**src/rtl/chain_pkg.sv**
```systemverilog
// Package: shared definitions for the fanout and delay register chain.
// Assumes: the source select is one bit, and tap fields are packed low output first.
package chain_pkg;

    // Source choice for the head of the chain
    typedef enum logic {
        SRC_LOCAL   = 1'b0,
        SRC_CASCADE = 1'b1
    } chain_src_e;

endpackage

```
**src/rtl/chain_src_mux.sv**
```systemverilog
// Module: chain_src_mux
// Picks the word and valid bit that enter the chain, from either the local input
// or the cascade input. Assumes the select is static while the accelerator runs.
module chain_src_mux
    import chain_pkg::*;
#(
    parameter int DATA_W = 32
) (
    input  logic              sel,
    input  logic [DATA_W-1:0] loc_data,
    input  logic              loc_valid,
    input  logic [DATA_W-1:0] cas_data,
    input  logic              cas_valid,
    output logic [DATA_W-1:0] y_data,
    output logic              y_valid
);

    // Route the chosen source to the chain head
    always_comb begin
        if (chain_src_e'(sel) == SRC_CASCADE) begin
            y_data  = cas_data;
            y_valid = cas_valid;
        end else begin
            y_data  = loc_data;
            y_valid = loc_valid;
        end
    end

endmodule

```
**src/rtl/chain_shift_reg.sv**
```systemverilog
// Module: chain_shift_reg
// A DEPTH-stage shift register of words, each stage with its valid bit. It advances
// on every clock with no enable. Stage i holds the word accepted i+1 edges earlier.
// Assumes a synchronous active-low reset that clears data and valid.
module chain_shift_reg #(
    parameter int DATA_W = 32,
    parameter int DEPTH  = 16
) (
    input  logic                      clk,
    input  logic                      rst_n,
    input  logic [DATA_W-1:0]         d,
    input  logic                      dv,
    output logic [DEPTH*DATA_W-1:0]   stage_data,
    output logic [DEPTH-1:0]          stage_valid
);

    // Head stage: capture the selected source every cycle
    always_ff @(posedge clk) begin
        if (!rst_n) begin
            stage_data[DATA_W-1:0] <= '0;
            stage_valid[0]         <= 1'b0;
        end else begin
            stage_data[DATA_W-1:0] <= d;
            stage_valid[0]         <= dv;
        end
    end

    genvar i;
    generate
        for (i = 1; i < DEPTH; i++) begin : g_stage
            // Stage i: take the previous stage's word and valid bit
            always_ff @(posedge clk) begin
                if (!rst_n) begin
                    stage_data[i*DATA_W +: DATA_W] <= '0;
                    stage_valid[i]                 <= 1'b0;
                end else begin
                    stage_data[i*DATA_W +: DATA_W] <= stage_data[(i-1)*DATA_W +: DATA_W];
                    stage_valid[i]                 <= stage_valid[i-1];
                end
            end
        end
    endgenerate

endmodule

```
**src/rtl/chain_tap_mux.sv**
```systemverilog
// Module: chain_tap_mux
// Selects one stage of the shift register for one output. The path is purely
// combinational, so the delay equals the tap index plus one cycle.
// Assumes the select is static while the accelerator runs.
module chain_tap_mux #(
    parameter int DATA_W = 32,
    parameter int DEPTH  = 16,
    localparam int SEL_W = $clog2(DEPTH)
) (
    input  logic [SEL_W-1:0]          sel,
    input  logic [DEPTH*DATA_W-1:0]   stage_data,
    input  logic [DEPTH-1:0]          stage_valid,
    output logic [DATA_W-1:0]         q,
    output logic                      qv
);

    // Read the selected stage's word and valid bit
    always_comb begin
        q  = stage_data[int'(sel)*DATA_W +: DATA_W];
        qv = stage_valid[sel];
    end

endmodule

```
**src/rtl/fanout_delay_chain.sv**
```systemverilog
// Module: fanout_delay_chain (top)
// Copies one word stream onto NUM_OUT outputs, each delayed by its own tap, and
// exports the last stage as a cascade output for a neighbouring chain.
// Assumes src_sel and tap_sel are set when the accelerator is composed and are
// held during a run. There is no flow control: one word enters per clock.
module fanout_delay_chain #(
    parameter int DATA_W  = 32,
    parameter int DEPTH   = 16,
    parameter int NUM_OUT = 4,
    localparam int SEL_W  = $clog2(DEPTH)
) (
    input  logic                        clk,
    input  logic                        rst_n,
    input  logic [DATA_W-1:0]           in_data,
    input  logic                        in_valid,
    input  logic [DATA_W-1:0]           prev_data,
    input  logic                        prev_valid,
    input  logic                        src_sel,
    input  logic [NUM_OUT*SEL_W-1:0]    tap_sel,
    output logic [NUM_OUT*DATA_W-1:0]   out_data,
    output logic [NUM_OUT-1:0]          out_valid,
    output logic [DATA_W-1:0]           casc_data,
    output logic                        casc_valid
);

    logic [DATA_W-1:0]       head_data;
    logic                    head_valid;
    logic [DEPTH*DATA_W-1:0] stg_data;
    logic [DEPTH-1:0]        stg_valid;

    chain_src_mux #(.DATA_W(DATA_W)) src_i (
        .sel       (src_sel),
        .loc_data  (in_data),
        .loc_valid (in_valid),
        .cas_data  (prev_data),
        .cas_valid (prev_valid),
        .y_data    (head_data),
        .y_valid   (head_valid)
    );

    chain_shift_reg #(.DATA_W(DATA_W), .DEPTH(DEPTH)) sr_i (
        .clk         (clk),
        .rst_n       (rst_n),
        .d           (head_data),
        .dv          (head_valid),
        .stage_data  (stg_data),
        .stage_valid (stg_valid)
    );

    genvar j;
    generate
        for (j = 0; j < NUM_OUT; j++) begin : g_tap
            chain_tap_mux #(.DATA_W(DATA_W), .DEPTH(DEPTH)) tap_i (
                .sel         (tap_sel[j*SEL_W +: SEL_W]),
                .stage_data  (stg_data),
                .stage_valid (stg_valid),
                .q           (out_data[j*DATA_W +: DATA_W]),
                .qv          (out_valid[j])
            );
        end
    endgenerate

    // Export the tail stage for the next chain
    always_comb begin
        casc_data  = stg_data[(DEPTH-1)*DATA_W +: DATA_W];
        casc_valid = stg_valid[DEPTH-1];
    end

endmodule

```
**config.mk**
```make
export PLATFORM = sky130hd
export DESIGN_NAME = fanout_delay_chain
export DESIGN_NICKNAME = d
export VERILOG_FILES = /design/src/rtl/chain_pkg.sv /design/src/rtl/chain_src_mux.sv /design/src/rtl/chain_shift_reg.sv /design/src/rtl/chain_tap_mux.sv /design/src/rtl/fanout_delay_chain.sv
export SDC_FILE = /design/constraint.sdc
export NUM_CORES = 1
export LEC_CHECK = 0
export BUFFER_PORTS_ARGS = -buffer_cell sky130_fd_sc_hd__buf_2
export CORE_MARGIN = 2
export CORE_UTILIZATION = 45
export CTS_CLUSTER_DIAMETER = 50
export DETAILED_ROUTE_END_ITERATION = 16
export HOLD_SLACK_MARGIN = 0.15
export PLACE_DENSITY_LB_ADDON = 0.15
export SLEW_MARGIN = 20
export SYNTH_ARGS = -nofsm -noshare
export SYNTH_HDL_FRONTEND = slang
export SYNTH_SLANG_ARGS = --single-unit
```
**constraint.sdc**
```tcl
create_clock -name clk -period 3.8 [get_ports clk]
set_input_delay 0.76 -clock clk [delete_from_list [all_inputs] [get_ports clk]]
set_output_delay 0.76 -clock clk [all_outputs]
set_load 0.03 [all_outputs]
```
# Word-level counts from Yosys, hierarchy flattened
# Cells that the tools add are included.
# Widths: inputs -> output; s select.
[word_totals]
ff_bits = 528
latchBits = 0
ram_bits = 0
rom_bits = 0
in_bits = 85
out_inout_bits = 165
wordCells = 50
n_memories = 0
[op_classes]
n_addsub = 0
multipliers = 0
div_mod_pow = 0
order_cmp = 4
eq_ne = 0
n_shift = 4
mux = 10
bitwise = 0
reduce_logical = 0
[op_table]
columns = ["op", "count"]
rows = [
  ["$shiftx 512x10->32", 4],
  ["$mux 32", 1],
  ["$lt 4x5->1 const B", 4],
  ["$bmux 1 s4", 4],
  ["$mux 1", 5],
]

# Longest topological paths before layout
[logic_depth]
depth_word = 2
ltp_mapped = 7
mapped_depth_nobuf = 3

# Cells and area by module
# A second synthesis with hierarchy kept.
[unflattened]
hier_cells = 2271
area_unflattened_um2 = 30747.0
[by_module_without_submodules]
columns = ["mod", "instances", "cells_per_inst", "area_each_um2", "seq_area_each_um2"]
rows = [
  ["chain_tap_mux", 4, 280, 4003.8, 0.0],
  ["chain_shift_reg", 1, 1114, 14176.1, 10570.1],
  ["chain_src_mux", 1, 37, 555.5, 0.0],
]

# Worst setup path before layout
# No wires, ideal clock.
[synth_path]
kind = "in2out"
startpoint = "input tap_sel[0]"
endpoint = "output out_data[10]"
arrival_time_ns = 2.175
required_time_ns = 3.040
slack_ns = 0.865
path_stages = 6
path_buffers = 3
path_cell_list = "clkbuf_1 buf_6 buf_4 mux4_2 a22oi_1 nand2_1"
[synth_via]
elab_chain_len = 1
[synth_rtl]
columns = ["item", "line", "source"]
rows = [
  ["start: declaration", "fanout_delay_chain.sv:19", "input logic [NUM_OUT*SEL_W-1:0] tap_sel,"],
  ["$shiftx 512x10->32", "chain_tap_mux.sv:19", "q = stage_data[int'(sel)*DATA_W +: DATA_W];"],
  ["end: declaration", "fanout_delay_chain.sv:20", "output logic [NUM_OUT*DATA_W-1:0] out_data,"],
]
# No other way between the ends.

# Worst setup path after layout
[layout_path]
startpoint = "input tap_sel[12]"
endpoint = "output out_data[122]"
# The elaborated chain is that of the path after synthesis.

==> out/metrics.csv <==
stage,metric,value,unit
worst_hold_path,min_path_type,primary input to flip-flop,
drt,first_pass_iters,5,
drt,num_vias,22100,
synthesis,yosysWarnings,0,
clock_tree,cts-root-buf,clkbuf_16,
drt,first_iter_violations,2048,
finish,syn_to_final_growth,15.78,%
worst_setup_path,r2r_setup_slack,3.03,ns
drt,viasPerCell,6.582,
power,ir_drop,284.6,µV
timing,fmax,295.8,MHz
clock_tree,ctsResizeCount,0,
clock_tree,cts_sinks,528,
finish,nets,2527,
run_status,status,"finished, final reports clean",
worst_setup_path,cp_data_required_time,3.04,ns
finish,nFillCells,5646,
clock_tree,clk_latency,0.60,ns
drt,wl,98.78,mm
worst_setup_path,crit_family,buffers and inverters,
timing,finalCritPeriodShare,88.97,%
synthesis,syn_area_per_cell,13.07,µm²
worst_setup_path,cp-end-kind,primary output,
finish,register_area,0.01057,mm²
synthesis,synth.distinct_cells,13,
finish,multi_input_area,0.01819,mm²
place,gp_congestion,0.8865,
synthesis,syn_area,0.03017,mm²
worst_setup_path,cp_slowest_stage_delay,0.52,ns
finish,layout-drive-gt1-share,40.07,%
drt,drc,0,
power,leakagePower,13.70,nW
timing,setup_tns,0,ns
worst_setup_path,critical_path.startpoint_type,primary input,
clock_tree,cts_buffers,70,
floorplan,chipHeight,262.9,µm
power,switching_share,25.28,%
global_route,grt_pass1_vias,22030,
clock_tree,cts.clk_slew.worst_paths,0.06,ns
synthesis,synth_top_area_share,39.42,%
worst_setup_path,critPathSlowestCell,mux4_2,
power,p_seq_share,40.2,%
power,p_clk_share,49.6,%
global_route,grt_usage,28.51,%
timing,final_max_slew_viol_count,0,
timing,skew,0.02284,ns
synthesis,synth_area_leader_cell,mux4_2,
clock_tree,clockBufferDepth,3,
synthesis,yosys-top-cells-area,"mux4_2, dfxtp_1, and2_1, a22oi_1, clkbuf_1",
clock_tree,cts_max_level,3,
timing,fin_crit,3.381,ns
finish,num_antenna_cells,0,
timing,finalHoldViolCount,0,
worst_setup_path,r2r-end,sr_i.stage_data[61]$_SDFF_PN0_,
place,hpwl,62.93,mm
floorplan,start_util,45.64,%
worst_hold_path,min-delay-start,in_data[5],
global_route,antenna_found_initial,0,
timing,rsz0062_at_grt,false,
drt,post_drt_wl_per_cell,29.42,µm
clock_tree,cts_tree,done,
drt,ant_nets,0,
worst_setup_path,cp_data_arrival_time,2.62,ns
place,io_buffers,249,
worst_setup_path,path_cells,buf_8 -> buf_4 -> mux4_2 -> a22oi_1 -> nand2_1 -> buf_2,
worst_setup_path,reg2reg_depth,1,
synthesis,ys_seq_area_share,35.04,%
floorplan,die_w,262.9,µm
global_route,gr-total-overflow,0,
synthesis,synth_nets,2393,
synthesis,synth_cells,2308,
floorplan,ios,250,
floorplan,rows,94,
worst_setup_path,reg2reg_from,sr_i.stage_data[29]$_SDFF_PN0_,
power,combPwrFrac,10.2,%
timing,holdWs,0.4086,ns
clock_tree,post-cts-setup-buffers,0,
global_route,grt_start_max_net_pins,143,
power,p_int,10.58,mW
worst_setup_path,crit_type,primary input to primary output,
power,power.density,405.4,mW/mm²
clock_tree,postCtsHoldBufs,0,
timing,setup_viol,0,
timing,tightest_slew,0.8719,ns
power,p_sw,3.579,mW
worst_hold_path,min_delay_worst_endpoint,sr_i.stage_data[5]$_SDFF_PN0_,
worst_setup_path,path_buf_inv,3,
worst_setup_path,critPathMaxFanout,22,
timing,maxSlewHeadroom,41.87,%
worst_hold_path,min_path_cells,3,
floorplan,core,0.06610,mm²
floorplan,die_area,0.06912,mm²
global_route,grt_pass1_wl,147.9,mm
synthesis,ys_ff_latch,528,
run,cap_violations,0,
-- flip-flops by register name, indices dropped and copies added, names as in the netlist --
register	cells
sr_i.stage_valid	16
sr_i.stage_data	512
-- placed cells by master (no fill, tap or decap) --
master / n
a22oi_1: 264
and2_1: 495
and2_2: 4
buf_12: 50
buf_2: 240
buf_4: 42
buf_6: 4
buf_8: 5
bufinv_16: 11
clkbuf_1: 9
clkbuf_16: 71
clkbuf_8: 9
clkinv_2: 3
clkinv_4: 7
clkinvlp_4: 4
dfxtp_1: 528
inv_6: 9
mux2i_1: 33
mux4_2: 528
nand2_1: 132
nor2_4: 4
nor2b_1: 33
nor2b_4: 8
-- per-stage QoR --
| stage | utilization, % | instance area (µm²) | total power [mW] | instances | worst slack, ns |
|---|---|---|---|---|---|
| 2_1_floorplan | - | 30170 | 6.695 | 2308 | 0.8647 |
| 3_3_place_gp | 49.13 | 32480 | 7.228 | 3234 | 0.4556 |
| 3_5_place_dp | 49.13 | 32480 | 7.243 | 3234 | 0.4610 |
| 4_1_cts | 52.84 | 34930 | 14.26 | 3357 | 0.4558 |
| 5_1_grt | 52.84 | 34930 | 14.56 | 3357 | 0.3571 |
| 6_report | 52.84 | 34930 | 14.16 | 3357 | 0.4193 |
-- cell type report --
type | count | area share, %
clock buffer | 89 | 5.538
tap | 864 | 3.095
clock inverter | 34 | 1.476
sequential | 528 | 30.26
timing repair buffer | 341 | 7.552
multi-input combinational | 1501 | 52.07
-- Yosys cell counts --
master,n
nor2_1,4
buf_6,30
a22oi_1,264
mux4_2,528
and2_1,499
nor2b_1,41
buf_1,12
dfxtp_1,528
nand2_1,132
buf_2,58
clkbuf_1,137
buf_4,42
mux2i_1,33
-- cell families (layout without fill, tap and decap cells) --
group                  after synthesis  in the layout  synth area share (%)
buffers and inverters              279            464                 4.982
and+or+nand+nor                    676            676                 12.89
DFF                                528            528                 35.04
AOI/OAI and AO/OA                  264            264                 6.570
muxes                              561            561                 40.52
-- power by group through the flow --
stage,logic (mW),registers (mW),clock network [mW]
2_1_floorplan,0.926,5.77,0
3_3_place_gp,1.43,5.80,0
3_5_place_dp,1.44,5.81,0
4_1_cts,1.44,5.68,7.13
5_1_grt,1.50,5.70,7.37
6_report,1.44,5.69,7.03
-- how the worst max path moves through the flow --
stage                     start             to  slack [ns]  cells past startpoint
floorplan            tap_sel[0]   out_data[10]        0.86                      6
global placement    tap_sel[12]  out_data[116]        0.46                      6
detailed placement  tap_sel[12]  out_data[116]        0.46                      6
CTS                 tap_sel[12]  out_data[100]        0.46                      7
global route        tap_sel[12]  out_data[100]        0.36                      7
finish              tap_sel[12]  out_data[122]        0.42                      6
-- layer usage --
layer | part of all wire [%] | up-vias | routed length [µm] | GRT usage (%)
li1 | - | 9204 | - | -
met1 | 42 | 11360 | 41240 | 40.85
met2 | 44 | 1305 | 43940 | 42.00
met3 | 10 | 224 | 9989 | 6.765
met4 | 3.7 | 0 | 3611 | 11.03
met5 | 0 | - | 0 | 0
No activity file was read; power rests on OpenSTA's default activity.
